$ cat config.mk
export PLATFORM = sky130hd
export DESIGN_NAME = ctl_write_validator
export DESIGN_NICKNAME = d
export VERILOG_FILES = /design/src/rtl/ctlv_pkg.sv /design/src/rtl/ctlv_decode.sv /design/src/rtl/ctlv_rules.sv /design/src/rtl/ctlv_effects.sv /design/src/rtl/ctlv_regfile.sv /design/src/rtl/ctl_write_validator.sv
export SDC_FILE = /design/constraint.sdc
export NUM_CORES = 1
export LEC_CHECK = 0
export ABC_AREA = 0
export ABC_CLOCK_PERIOD_IN_PS = 3700
export BUFFER_PORTS_ARGS = -buffer_cell sky130_fd_sc_hd__buf_2
export CAP_MARGIN = 20
export CORE_UTILIZATION = 56
export CTS_CLUSTER_DIAMETER = 150
export DETAILED_ROUTE_END_ITERATION = 16
export HOLD_SLACK_MARGIN = 0.05
export PLACE_DENSITY = 0.75
export RECOVER_POWER = 100
export SLEW_MARGIN = 10
export SYNTH_ARGS = -nofsm -noshare
export SYNTH_HDL_FRONTEND = slang
export SYNTH_HIERARCHICAL = 1
export SYNTH_SLANG_ARGS = --single-unit
$ cat constraint.sdc
create_clock -name clk -period 3.7 [get_ports clk]
set_input_delay 0.74 -clock clk [delete_from_list [all_inputs] [get_ports clk]]
set_output_delay 0.74 -clock clk [all_outputs]
set_load 0.01 [all_outputs]
$ cat src/rtl/ctlv_pkg.sv
`timescale 1ns/1ps
package ctlv_pkg;

    localparam int NUM_SLOTS = 5;

    typedef enum logic [2:0] {
        SLOT_MODE  = 3'd0,
        SLOT_FADDR = 3'd1,
        SLOT_TBASE = 3'd2,
        SLOT_FEAT  = 3'd3,
        SLOT_PRIO  = 3'd4
    } slot_e;

    typedef enum logic [2:0] {
        RSP_IDLE  = 3'd0,
        RSP_READ  = 3'd1,
        RSP_WRITE = 3'd2,
        RSP_GP    = 3'd3,
        RSP_UD    = 3'd4
    } rsp_state_e;

    // MODE register bit positions
    localparam int M_PROT  = 0;
    localparam int M_CTYPE = 4;
    localparam int M_NWT   = 29;
    localparam int M_CDIS  = 30;
    localparam int M_PAGE  = 31;

    // FEAT register bit positions
    localparam int F_BIGPG = 4;
    localparam int F_WIDE  = 5;
    localparam int F_GLOB  = 7;

endpackage

$ cat src/rtl/ctlv_decode.sv
`timescale 1ns/1ps
module ctlv_decode
    import ctlv_pkg::*;
(
    input  logic [2:0] sel,
    input  logic       ext,
    input  logic       long_mode,
    output slot_e      slot,
    output logic       slot_ok
);

    logic [3:0] index;

    assign index = long_mode ? {ext, sel} : {1'b0, sel};

    always_comb begin
        slot    = SLOT_MODE;
        slot_ok = 1'b1;
        unique case (index)
            4'd0:    slot = SLOT_MODE;
            4'd2:    slot = SLOT_FADDR;
            4'd3:    slot = SLOT_TBASE;
            4'd4:    slot = SLOT_FEAT;
            4'd8:    slot = SLOT_PRIO;
            default: slot_ok = 1'b0;
        endcase
    end

endmodule

$ cat src/rtl/ctlv_rules.sv
`timescale 1ns/1ps
module ctlv_rules
    import ctlv_pkg::*;
#(
    parameter int DATA_W = 64,
    parameter int PHYS_W = 40
) (
    input  slot_e             slot,
    input  logic [DATA_W-1:0] wd,
    input  logic              long_mode,
    output logic              rule_fault,
    output logic [DATA_W-1:0] store_val
);

    localparam logic [DATA_W-1:0] ONES      = '1;
    localparam logic [DATA_W-1:0] MODE_KEEP = DATA_W'(64'h0000_0000_E005_003F);
    localparam logic [DATA_W-1:0] TB_KEEP   = ((ONES << 12) & ~(ONES << PHYS_W))
                                              | DATA_W'(64'h18);
    localparam logic [DATA_W-1:0] FEAT_OK   = DATA_W'(64'h27FF);
    localparam logic [DATA_W-1:0] PRIO_OK   = DATA_W'(64'hF);
    localparam logic [DATA_W-1:0] CTYPE_ON  = DATA_W'(1) << M_CTYPE;

    always_comb begin
        rule_fault = 1'b0;
        store_val  = wd;
        unique case (slot)
            SLOT_MODE: begin
                rule_fault = (wd[M_PAGE] & ~wd[M_PROT]) | (wd[M_NWT] & ~wd[M_CDIS]);
                store_val  = (wd & MODE_KEEP) | CTYPE_ON;
            end
            SLOT_FADDR: store_val = wd;
            SLOT_TBASE: store_val = wd & TB_KEEP;
            SLOT_FEAT: begin
                rule_fault = (|(wd & ~FEAT_OK)) | (long_mode & ~wd[F_WIDE]);
            end
            SLOT_PRIO: rule_fault = |(wd & ~PRIO_OK);
            default: begin
                rule_fault = 1'b1;
                store_val  = '0;
            end
        endcase
    end

endmodule

$ cat src/rtl/ctlv_effects.sv
`timescale 1ns/1ps
module ctlv_effects
    import ctlv_pkg::*;
(
    input  slot_e slot,
    input  logic  old_prot,
    input  logic  old_page,
    input  logic  old_bigpg,
    input  logic  old_wide,
    input  logic  old_glob,
    input  logic  new_prot,
    input  logic  new_page,
    input  logic  new_bigpg,
    input  logic  new_wide,
    input  logic  new_glob,
    output logic  want_local,
    output logic  want_all,
    output logic  want_reload
);

    always_comb begin
        want_local  = 1'b0;
        want_all    = 1'b0;
        want_reload = 1'b0;
        unique case (slot)
            SLOT_MODE: begin
                want_all    = (old_prot ^ new_prot) | (old_page ^ new_page);
                want_reload = new_page & ~old_page & old_wide;
            end
            SLOT_TBASE: begin
                want_local  = 1'b1;
                want_reload = old_wide & old_page;
            end
            SLOT_FEAT: begin
                want_all    = (old_bigpg ^ new_bigpg) | (old_wide ^ new_wide)
                              | (old_glob ^ new_glob);
                want_reload = new_wide & ~old_wide & old_page;
            end
            default: ;
        endcase
    end

endmodule

$ cat src/rtl/ctlv_regfile.sv
`timescale 1ns/1ps
module ctlv_regfile
    import ctlv_pkg::*;
#(
    parameter int DATA_W = 64
) (
    input  logic                              clk,
    input  logic                              rst_n,
    input  logic                              we,
    input  slot_e                             slot,
    input  logic [DATA_W-1:0]                 wval,
    output logic [NUM_SLOTS-1:0][DATA_W-1:0]  regs_q
);

    for (genvar g = 0; g < NUM_SLOTS; g++) begin : g_slot
        localparam logic [DATA_W-1:0] RST_V = (g == 0) ? (DATA_W'(1) << M_CTYPE) : '0;
        logic [DATA_W-1:0] slot_q;

        always_ff @(posedge clk or negedge rst_n) begin
            if (!rst_n) begin
                slot_q <= RST_V;
            end else if (we && (slot == slot_e'(g))) begin
                slot_q <= wval;
            end
        end

        assign regs_q[g] = slot_q;
    end

endmodule

$ cat src/rtl/ctl_write_validator.sv
`timescale 1ns/1ps
module ctl_write_validator
    import ctlv_pkg::*;
#(
    parameter int DATA_W = 64,
    parameter int PHYS_W = 40
) (
    input  logic              clk,
    input  logic              rst_n,
    input  logic              req_valid,
    input  logic              req_write,
    input  logic [2:0]        req_sel,
    input  logic              req_ext,
    input  logic [1:0]        cpl,
    input  logic              long_mode,
    input  logic [DATA_W-1:0] req_wdata,
    output logic              rsp_valid,
    output logic [DATA_W-1:0] rsp_rdata,
    output logic              fault_gp,
    output logic              fault_ud,
    output logic              flush_local,
    output logic              flush_all,
    output logic              ptr_reload
);

    localparam int HALF_W = DATA_W / 2;

    rsp_state_e state_q, state_d;
    slot_e      slot;
    logic       slot_ok;
    logic       rule_fault;
    logic [DATA_W-1:0] wd, store_val, cur_val, rd_val;
    logic [NUM_SLOTS-1:0][DATA_W-1:0] regs_q;
    logic       want_local, want_all, want_reload;
    logic       we;
    logic [DATA_W-1:0] rdata_q;
    logic       local_q, all_q, reload_q;

    // Narrow operand outside long mode
    assign wd = long_mode ? req_wdata : {{HALF_W{1'b0}}, req_wdata[HALF_W-1:0]};

    ctlv_decode u_decode (
        .sel       (req_sel),
        .ext       (req_ext),
        .long_mode (long_mode),
        .slot      (slot),
        .slot_ok   (slot_ok)
    );

    ctlv_rules #(.DATA_W(DATA_W), .PHYS_W(PHYS_W)) u_rules (
        .slot       (slot),
        .wd         (wd),
        .long_mode  (long_mode),
        .rule_fault (rule_fault),
        .store_val  (store_val)
    );

    ctlv_effects u_effects (
        .slot        (slot),
        .old_prot    (regs_q[0][M_PROT]),
        .old_page    (regs_q[0][M_PAGE]),
        .old_bigpg   (regs_q[3][F_BIGPG]),
        .old_wide    (regs_q[3][F_WIDE]),
        .old_glob    (regs_q[3][F_GLOB]),
        .new_prot    (store_val[M_PROT]),
        .new_page    (store_val[M_PAGE]),
        .new_bigpg   (store_val[F_BIGPG]),
        .new_wide    (store_val[F_WIDE]),
        .new_glob    (store_val[F_GLOB]),
        .want_local  (want_local),
        .want_all    (want_all),
        .want_reload (want_reload)
    );

    ctlv_regfile #(.DATA_W(DATA_W)) u_regfile (
        .clk    (clk),
        .rst_n  (rst_n),
        .we     (we),
        .slot   (slot),
        .wval   (store_val),
        .regs_q (regs_q)
    );

    // Read path selection
    always_comb begin
        unique case (slot)
            SLOT_MODE:  cur_val = regs_q[0];
            SLOT_FADDR: cur_val = regs_q[1];
            SLOT_TBASE: cur_val = regs_q[2];
            SLOT_FEAT:  cur_val = regs_q[3];
            SLOT_PRIO:  cur_val = regs_q[4];
            default:    cur_val = '0;
        endcase
    end

    assign rd_val = long_mode ? cur_val : {{HALF_W{1'b0}}, cur_val[HALF_W-1:0]};

    // Next response state from the sampled request
    always_comb begin
        state_d = RSP_IDLE;
        if (req_valid) begin
            if (cpl != 2'd0) begin
                state_d = RSP_GP;
            end else if (!slot_ok) begin
                state_d = RSP_UD;
            end else if (!req_write) begin
                state_d = RSP_READ;
            end else if (rule_fault) begin
                state_d = RSP_GP;
            end else begin
                state_d = RSP_WRITE;
            end
        end
    end

    assign we = (state_d == RSP_WRITE);

    // State register
    always_ff @(posedge clk or negedge rst_n) begin
        if (!rst_n) begin
            state_q <= RSP_IDLE;
        end else begin
            state_q <= state_d;
        end
    end

    // Response payload registers
    always_ff @(posedge clk or negedge rst_n) begin
        if (!rst_n) begin
            rdata_q  <= '0;
            local_q  <= 1'b0;
            all_q    <= 1'b0;
            reload_q <= 1'b0;
        end else begin
            rdata_q  <= (state_d == RSP_READ) ? rd_val : '0;
            local_q  <= we & want_local;
            all_q    <= we & want_all;
            reload_q <= we & want_reload;
        end
    end

    // Outputs decoded from the response state
    always_comb begin
        rsp_valid   = 1'b0;
        rsp_rdata   = '0;
        fault_gp    = 1'b0;
        fault_ud    = 1'b0;
        flush_local = 1'b0;
        flush_all   = 1'b0;
        ptr_reload  = 1'b0;
        unique case (state_q)
            RSP_IDLE: ;
            RSP_READ: begin
                rsp_valid = 1'b1;
                rsp_rdata = rdata_q;
            end
            RSP_WRITE: begin
                rsp_valid   = 1'b1;
                flush_local = local_q;
                flush_all   = all_q;
                ptr_reload  = reload_q;
            end
            RSP_GP: begin
                rsp_valid = 1'b1;
                fault_gp  = 1'b1;
            end
            RSP_UD: begin
                rsp_valid = 1'b1;
                fault_ud  = 1'b1;
            end
            default: ;
        endcase
    end

endmodule

Word level (Yosys, flattened, before mapping):

Index checks and enable logic that the tools add are counted.

* output and inout bits: 70
* register bits: 390

* eq/ne operators: 14
* bitwise logic cells: 26
* reductions and logical operators: 14
* multiplexer cells: 24

Operators with widths (number)
* $pmux W64 S5: 1
* $mux W64: 4
* $pmux W64 S3: 1
* $reduce_or A60 Y1: 1
* $reduce_or A52 Y1: 1
* $eq A3 B2 Y1 const B: 5
* $pmux W3 S4: 1
* $and A1 B1 Y1: 11
* $eq A3 B1 Y1 const B: 3
* $mux W1: 9
* $mux W3: 3
* $eq A4 B2 Y1 const B: 2
* $eq A3 B3 Y1 const B: 2
* $logic_and A1 B1 Y1: 5
* $not A1 Y1: 5
* $or A1 B1 Y1: 5
* $reduce_or A5 Y1: 1
* $xor A1 B1 Y1: 5
* $eq A4 B3 Y1 const B: 1
* $eq A4 B4 Y1 const B: 1
* $logic_not A4 Y1: 1
* $mux W4: 1
* $pmux W1 S4: 1
* $reduce_or A4 Y1: 1
* other kinds (7): 7

Logic depth before layout (Yosys ltp):

Gate-level depths: netlist of run 1.

* depth after elaboration: 13
* gate-level depth with buffers: 11

By module:

Netlist of run 1, hierarchy kept.

Modules (own cells, without submodules)
* ctlv_regfile: instances 1, area an instance 12710.9 µm², cells an instance 680, seq. area each 8008.9 µm²
* ctl_write_validator: instances 1, area an instance 5266.3 µm², cells an instance 563, seq. area each 1751.7 µm²
* ctlv_rules: instances 1, area an instance 686.9 µm², cells an instance 108, seq. area each 0.0 µm²
* ctlv_effects: instances 1, area an instance 127.6 µm², cells an instance 17, seq. area each 0.0 µm²
* ctlv_decode: instances 1, area an instance 71.3 µm², cells an instance 10, seq. area each 0.0 µm²

Worst setup path after synthesis of run 1:

OpenSTA, ideal clock, no wires.

* kind: in2reg
* from: in req_sel[2]
* to: reg u_regfile.g_slot[0].slot_q[10]
* arrival: 3.962 ns
* stages on the path: 10
* setup time: 0.127 ns
* path slack: -0.389 ns
* data required time: 3.573 ns
* buffers on the path: 2
* path through: xnor2_1 > a211oi_1 > nor2_4 > a21oi_1 > o2111ai_1 > nor3_1 > nor4b_2 > buf_4 > buf_6 > mux2_1

* cells in the longest elaborated chain, start to end: 13

Ends and longest elaborated chain
* from (decl): line ctl_write_validator.sv:12 `input logic [2:0] req_sel,`
* $mux W4 (*): line ctlv_decode.sv:14 `assign index = long_mode ? {ext, sel} : {1'b0, sel};`
* $eq A4 B4 Y1 (tied with other cells): line ctlv_decode.sv:19 `unique case (index)`
* $pmux W3 S4 (*): line ctlv_decode.sv:19
* named net slot[0]: line ctl_write_validator.sv:29 `slot_e slot;`
* $eq A3 B2 Y1 / $eq A3 B1 Y1 (equally long branches): line ctlv_rules.sv:26 `unique case (slot)`
* $reduce_or A2 Y1 (no line)
* $pmux W1 S4 (*): line ctlv_rules.sv:26
* named net rule_fault: line ctl_write_validator.sv:31 `logic rule_fault;`
* $mux W1 (*): line ctl_write_validator.sv:108 `end else if (rule_fault) begin`
* $mux W2 (*): line ctl_write_validator.sv:106 `end else if (!req_write) begin`
* $mux W3 (*): line ctl_write_validator.sv:104 `end else if (!slot_ok) begin`
* $mux W3 (*): line ctl_write_validator.sv:102 `if (cpl != 2'd0) begin`
* $mux W3 (*): line ctl_write_validator.sv:101 `if (req_valid) begin`
* $eq A3 B2 Y1 (*): line ctl_write_validator.sv:116 `assign we = (state_d == RSP_WRITE);`
* named net we: line ctl_write_validator.sv:35 `logic we;`
* $logic_and A1 B1 Y1 (*): line ctlv_regfile.sv:22 `end else if (we && (slot == slot_e'(g))) begin`
* to (signal assigned): line ctlv_regfile.sv:23 `slot_q <= wval;`
* to (decl): line ctlv_regfile.sv:17 `logic [DATA_W-1:0] slot_q;`

Mark *: on every way through the listed nets, which the timed path passes. The rest lies on a longest branch.
A chain may end at the register's enable or synchronous reset.

Worst setup path in the final report of run 1:

* from: in long_mode
* to: reg u_regfile.g_slot[4].slot_q[42]

RTL lines
* from (decl): line ctl_write_validator.sv:15 `input logic long_mode,`
* $mux W64 (*): line ctl_write_validator.sv:40 `assign wd = long_mode ? req_wdata : {{HALF_W{1'b0}}, req_wdata[HALF_W-1:0]};`
* named net wd[52]: line ctl_write_validator.sv:32 `logic [DATA_W-1:0] wd, store_val, cur_val, rd_val;`
* $reduce_or A52 Y1: line ctlv_rules.sv:34 `rule_fault = (|(wd & ~FEAT_OK)) | (long_mode & ~wd[F_WIDE]);`
* $or A1 B1 Y1: line ctlv_rules.sv:34
* $pmux W1 S4 (*): line ctlv_rules.sv:26
* named net rule_fault: line ctl_write_validator.sv:31
* $mux W1 (*): line ctl_write_validator.sv:108
* $mux W2 (*): line ctl_write_validator.sv:106
* $mux W3 (*): line ctl_write_validator.sv:104
* $mux W3 (*): line ctl_write_validator.sv:102
* $mux W3 (*): line ctl_write_validator.sv:101
* $eq A3 B2 Y1 (*): line ctl_write_validator.sv:116
* named net we: line ctl_write_validator.sv:35
* $logic_and A1 B1 Y1 (*): line ctlv_regfile.sv:22
* to (signal assigned): line ctlv_regfile.sv:23
* to (decl): line ctlv_regfile.sv:17

Marks and branches as above.

==> flow_summary_export.csv, run 1 <==
group,metric,value,unit
status,status,"finished, violations left",
status,violations,"max-capacitance violations, max-slew violations",
detailed_routing,first_pass_iters,4,
worst_setup_path,cp_max_fo,27,
yosys,syn_inst,1378,
cells_and_area,n_fill_cell,2569,
yosys,synth_seq_cells,390,
timing,fin_skew,0.00771,ns
timing,drv_slew,76,
worst_hold_path,holdPathStages,2,
detailed_routing,via_per_inst,5.78,
yosys,netlist_area,18900,um^2
detailed_routing,via_count,11700,
worst_hold_path,min-delay-start,"req_valid",
yosys,synth-edff-count,0,
worst_setup_path,setup.reg_to_reg.worst_slack,2.29,ns
yosys,synthTopCellsByArea,"dfrtp_1, mux2_4, mux2_1, mux2_2, and2_1",
worst_hold_path,hp-class,"input port to flip-flop",
clock_network,htree_levels,2,
clock_network,clk_pin_slew,0.06,ns
global_routing,grt_max_degree,94,
clock_network,root_buffer,"clkbuf_16",
worst_setup_path,worstPathArrival,3.93,ns
place,dpl.hpwl,28900,um
detailed_routing,route.detailed.drc,0,
yosys,ys_seq_area_share,51.7,%
timing,rsz0062_at_grt,"no",
clock_network,cts_resized,0,
clock_network,post_cts_buffers,0,
place,dpl.cell_count,1949,
timing,period_minus_slack,3.51,ns
detailed_routing,wl,45400,um
die,dieArea,34400,um^2
place,gp_congestion,0.806,
yosys,synth_top_area_share,51.6,%
worst_setup_path,worstSetupStartpointType,"input port",
cells_and_area,layout-drive-gt1-share,24.1,%
die,core_area,32900,um^2
yosys,synth_area_leader_cell,"dfrtp_1",
clock_network,clk_path_buf_depth,3,
yosys,synth.distinct_cells,48,
global_routing,antenna_found_initial,0,
yosys,yosys_warnings,6,
die,die_w,186,um
yosys,syn_nets,1455,
global_routing,grtUsageTotal,27.5,%
die,start_util,57.4,%
clock_network,numCtsBuffers,42,
worst_setup_path,cp.required,4.11,ns
timing,hold_viol_final,0,
clock_network,clock_sinks,390,
power_and_ir_drop,power.leakage,0.0105,uW
cells_and_area,syn_to_final_growth,12.3,%
clock_network,cts_tree,"done",
timing,setup_viol,0,
yosys,syn_avg_cell_area,13.7,um^2
global_routing,grt_pass1_wl,72200,um
die,die-height,186,um
worst_setup_path,timing.rr.end,"all_q",
die,io_pins,145,
cells_and_area,finalCoreUtilization,64.4,%
power_and_ir_drop,power_density,445,nW/um^2
timing,tightest_slew,1.90,ns
clock_network,cts_hold_buffers,0,
worst_setup_path,reg2reg_from,"u_regfile/g_slot[0].slot_q[31]",
global_routing,overflow,0,
cells_and_area,final_cells,2022,
yosys,synth_ff_type,"dfrtp_1",
worst_hold_path,hold_path_end,"state_q[1]",
clock_network,insertion_delay,0.53,ns
cells_and_area,layout.nets,1628,
power_and_ir_drop,peakVddDrop,0.000324,V
detailed_routing,wl_per_cell,22.5,um
global_routing,grt_pass1_vias,12600,
timing,slew_headroom,-27.0,%
yosys,synth.most_common_cell,"dfrtp_1",
place,io_buffers,144,
detailed_routing,ant_nets,0,
detailed_routing,drtIter0Drc,646,
die,num_rows,66,
yosys,synthTopCellsByCount,"dfrtp_1, mux2_1, mux2_4, and2_1, mux2_2",
job,max_cap_violations,1,
timing,max_freq,0.285,GHz
yosys,async_flop_share,100,%
worst_setup_path,endpoint_kind,"flip-flop",
timing,post-route-period-util,95.0,%
worst_setup_path,path_class,"input port to flip-flop",
worst_setup_path,ff2ff_path_depth,5,
placed cells by master, fill, tap and decap left out, types with 3 or more instances in the layout:
cell,Yosys,final
nand2_1,69,69
clkinv_2,0,3
dfrtp_1,389,389
nand4_1,3,3
nor2_1,5,5
mux2_1,180,316
mux2_2,89,89
buf_12,0,18
buf_4,15,36
a21oi_1,66,66
nor2b_1,32,31
bufinv_16,0,3
a22oi_1,64,64
mux2_4,180,44
and4bb_4,0,3
clkbuf_4,0,6
inv_1,6,6
clkbuf_16,0,45
nor4_1,16,15
clkbuf_8,0,8
and2_1,137,109
xnor2_1,5,5
o21ai_0,5,5
nand3_1,4,4
buf_2,25,99
clkbuf_2,0,6
clkbuf_1,19,61
buf_6,29,5
and2_0,0,28
flip-flops by register name, indices dropped and copies added (netlist names):
signal / count
reload_q: 1
u_regfile/g_slot.slot_q: 320
rdata_q: 64
all_q: 1
state_q: 3
local_q: 1
through the flow:
step                hold slack [ns]  total power [uW]  setup WS [ns]  setup TNS (ns)  instance area (um^2)
CTS                           0.207              9540          0.342               0                 21900
global placement              0.460              5280         -0.118          -26.33                 20500
floorplan                     0.444              4940         0.0650               0                 18900
finish                        0.478              9430          0.186               0                 21200
detailed placement            0.469              5310         -0.188          -41.60                 20500
global route                  0.468              9760         0.0904               0                 21200
where the power goes:
group          internal [uW]  total, uW  switching, uW
registers               4380       4440           58.5
logic                    298        762            464
clock network           2580       4220           1650
worst max-delay path: stages:
cell and delay (ns):
buf_2 0.26, clkbuf_4 0.21, and2_0 0.15, nor4_1 0.46, clkbuf_1 0.24, nand4_1 0.12
nor3_1 0.17, o2111ai_1 0.15, nor3_1 0.21, buf_4 0.17, and4bb_4 0.30, clkbuf_2 0.36
mux2_1 0.37
worst max path at each step:
stage | startpoint | end | slack (ns) | cells past startpoint
after floorplan | req_sel[1] | u_regfile/g_slot[0].slot_q[10] | 0.07 | 10
after global placement | long_mode | u_regfile/g_slot[1].slot_q[12] | -0.12 | 13
after detailed placement | long_mode | u_regfile/g_slot[0].slot_q[53] | -0.19 | 14
after CTS | long_mode | u_regfile/g_slot[1].slot_q[1] | 0.34 | 13
after global routing | long_mode | u_regfile/g_slot[1].slot_q[19] | 0.09 | 13
final | long_mode | u_regfile/g_slot[4].slot_q[42] | 0.19 | 13
area by class of cell:
cell class              count  area (um^2)  area share [%]
diodes                      1         2.50          0.0118
clock buffers              65         1280            6.05
clock inverters             7          113           0.532
inverters                   6         22.5           0.106
multi-input cells         892         8000            37.8
flip-flops and latches    390         9760            46.1
well taps                 442          553            2.61
repair buffers            219         1440            6.81
cells by family (layout without fill, tap and decap cells):
kind of cell | after synthesis | in the layout | synth area share [%]
muxes | 451 | 451 | 30.5
DFF | 390 | 390 | 51.7
xor gates and xnor gates | 6 | 6 | 0.318
other | 0 | 1 | 0
AOI/OAI and AO/OA | 148 | 148 | 4.97
adders and majority gates | 2 | 2 | 0.133
and+or+nand+nor | 285 | 285 | 8.82
buffers and inverters | 96 | 297 | 3.53
per-layer routing:
layer | vias up | GRT usage, % | wire [um]
met5 | - | 0 | 0
met4 | 0 | 8.62 | 1190
met3 | 83 | 3.85 | 2150
met2 | 316 | 45.5 | 22000
met1 | 6073 | 37.7 | 20100
li1 | 5225 | - | -
(Power assumes the default switching activity.)
==> run 2, diff against run 1 <==
ABC_CLOCK_PERIOD_IN_PS = 3200   (was 3700)
CORE_UTILIZATION = 55   (was 56)
PLACE_DENSITY = 0.77   (was 0.75)
clock period = 3.2 ns   (was 3.7 ns; I/O delays follow)
==> run 2 against run 1 <==
Against the previous run:
- the flow still finishes with violations (max-capacitance violations, max-slew violations)
- non-clock buffer count increased by 28
- die area increased by 1.8%
- critical path depth shrank 1
- highest routed layer is now met5
==> flow_summary_export.csv, run 2 (synthesis gave the netlist of run 1 again) <==
group,metric,value,unit
status,status,"finished, violations left",
status,violations,"max-capacitance violations, max-slew violations",
power_and_ir_drop,power,11000,uW
power_and_ir_drop,switching_share,23.4,%
global_routing,overflow,0,
cells_and_area,final_cell_area,21600,um^2
cells_and_area,finalCoreUtilization,64.1,%
timing,post-route-period-util,97.3,%
clock_network,cts_hold_buffers,0,
die,num_rows,67,
cells_and_area,final_common_cell,"dfrtp_1",
power_and_ir_drop,clockPowerShare,44.9,%
cells_and_area,syn_to_final_growth,14.3,%
global_routing,antenna_found_initial,3,
job,max_cap_violations,1,
worst_setup_path,path_class,"input port to flip-flop",
timing,tightest_slew,2.11,ns
clock_network,clock_sinks,390,
detailed_routing,route.detailed.drc,0,
timing,hold_viol_final,0,
power_and_ir_drop,cellInternalPower,8420,uW
place,dpl_cell_area,20700,um^2
timing,drv_slew,79,
clock_network,cts_tree,"done",
cells_and_area,layout-drive-gt1-share,28.7,%
global_routing,grt_max_degree,81,
die,die_w,187,um
detailed_routing,first_pass_iters,4,
die,core_area,33600,um^2
clock_network,root_buffer,"clkbuf_16",
timing,slew_headroom,-40.4,%
cells_and_area,final_cell_mix,"dfrtp_1, mux2_1, buf_2",
detailed_routing,wl_per_cell,22.6,um
global_routing,grt_pass1_wl,73700,um
power_and_ir_drop,power_frac_comb,8.4,%
worst_setup_path,cp.required,3.59,ns
place,dpl.hpwl,29200,um
die,start_util,56.1,%
global_routing,grtUsageTotal,26.9,%
worst_setup_path,cp_max_fo,21,
die,die-height,187,um
power_and_ir_drop,peakVddDrop,0.000364,V
power_and_ir_drop,seqPwrFrac,46.7,%
cells_and_area,n_fill_cell,2524,
timing,max_freq,0.321,GHz
die,io_pins,145,
detailed_routing,drtIter0Drc,780,
worst_hold_path,hp-class,"input port to flip-flop",
worst_setup_path,endpoint_kind,"flip-flop",
timing,setup_slack,0.0857,ns
clock_network,clk_pin_slew,0.06,ns
timing,fin_skew,0.0224,ns
place,io_buffers,144,
power_and_ir_drop,power.leakage,0.0109,uW
timing,whs,0.386,ns
timing,period_minus_slack,3.11,ns
detailed_routing,via_per_inst,5.77,
clock_network,htree_levels,2,
clock_network,numCtsBuffers,42,
worst_setup_path,worstSetupStartpointType,"input port",
cells_and_area,largest_register_ff_count,320,
detailed_routing,ant_nets,0,
worst_setup_path,worstPathArrival,3.50,ns
cells_and_area,regMostFlops,"u_regfile/g_slot.slot_q",
power_and_ir_drop,p_sw,2570,uW
timing,setup_viol,0,
place,gp_congestion,0.862,
clock_network,clk_path_buf_depth,3,
power_and_ir_drop,power_density,510,nW/um^2
clock_network,insertion_delay,0.53,ns
die,dieArea,35000,um^2
cells_and_area,largest_registers,"u_regfile/g_slot.slot_q x320, rdata_q x64, state_q x3",
timing,rsz0062_at_grt,"no",
detailed_routing,via_count,11900,
detailed_routing,wl,46400,um
cells_and_area,layout.nets,1656,
place,post-place-ws,-0.591,ns
global_routing,grt_pass1_vias,12800,
run 2: cell types whose count changed in the layout (fill, tap and decap cells not counted), moves of 8 or more:
cell,change
buf_4,+25
and2_0,-27
buf_2,+42
mux2_1,+9
and2_1,+27
mux2_4,-9
clkbuf_1,-57
clkbuf_8,+8
run 2: critical path, cell delays in order:
cell	delay, ns
buf_4	0.18
clkbuf_4	0.15
and2_1	0.15
nor4_2	0.34
nand4_1	0.30
nor3_2	0.23
o2111ai_1	0.18
nor3_2	0.15
buf_4	0.16
and4bb_4	0.35
buf_6	0.27
mux2_1	0.36
run 2: worst paths after layout:
| kind | start | end | slack (ns) | cells after the start |
|---|---|---|---|---|
| max | long_mode | u_regfile/g_slot[2].slot_q[39] | 0.09 | 12 |
| min reg2reg | u_regfile/g_slot[1].slot_q[35] | u_regfile/g_slot[1].slot_q[35] | 0.48 | 1 |
| min | req_valid | state_q[0] | 0.39 | 2 |
| max reg2reg | u_regfile/g_slot[0].slot_q[31] | reload_q | 1.87 | 6 |
| min in group asynchronous | rst_n | rdata_q[24] | 0.75 | 1 |
| max in group asynchronous | rst_n | u_regfile/g_slot[2].slot_q[44] | 0.58 | 2 |
run 2: final cells by class:
cell class	count	area, um^2	area share [%]
antenna	2	5.00	0.0232
clock buffer	61	1300	6.05
timing repair buffer	247	1770	8.22
sequential	390	9760	45.3
tap	448	561	2.60
inverter	6	22.5	0.104
multi-input combinational	892	8010	37.2
clock inverter	11	116	0.540
run 2: through the flow:
stage                     TNS (ns)  cells
after detailed placement   -168.91   1978
after CTS                        0   2050
after global routing             0   2056
after floorplan                  0   1378
after global placement     -157.60   1978
final                            0   2057
run 2: repair_timing:
item                                    4_1_cts  5_1_grt
cloned                                        0        4
gates resized for setup                       1       10
endpoints found under the setup margin      138      305
buffers inserted                              0        1
pin swaps                                     1        5
run 2: power groups by stage:
stage | registers (uW) | clock network, uW | logic (uW)
2_1_floorplan | 5200 | 0 | 522
3_3_place_gp | 5210 | 0 | 928
3_5_place_dp | 5220 | 0 | 948
4_1_cts | 5140 | 4990 | 960
5_1_grt | 5150 | 5190 | 999
6_report | 5130 | 4930 | 922
run 2: per-layer routing:
layer  part of all wire [%]  wire, um  GRT usage, %  vias to the layer above
li1                       -         -             -                     5267
met1                     44     20500          37.3                     6155
met2                     48     22100          43.0                      342
met3                    4.4      2050          3.55                      106
met4                    3.8      1760          10.9                        2
met5                  0.024        11             0                        -
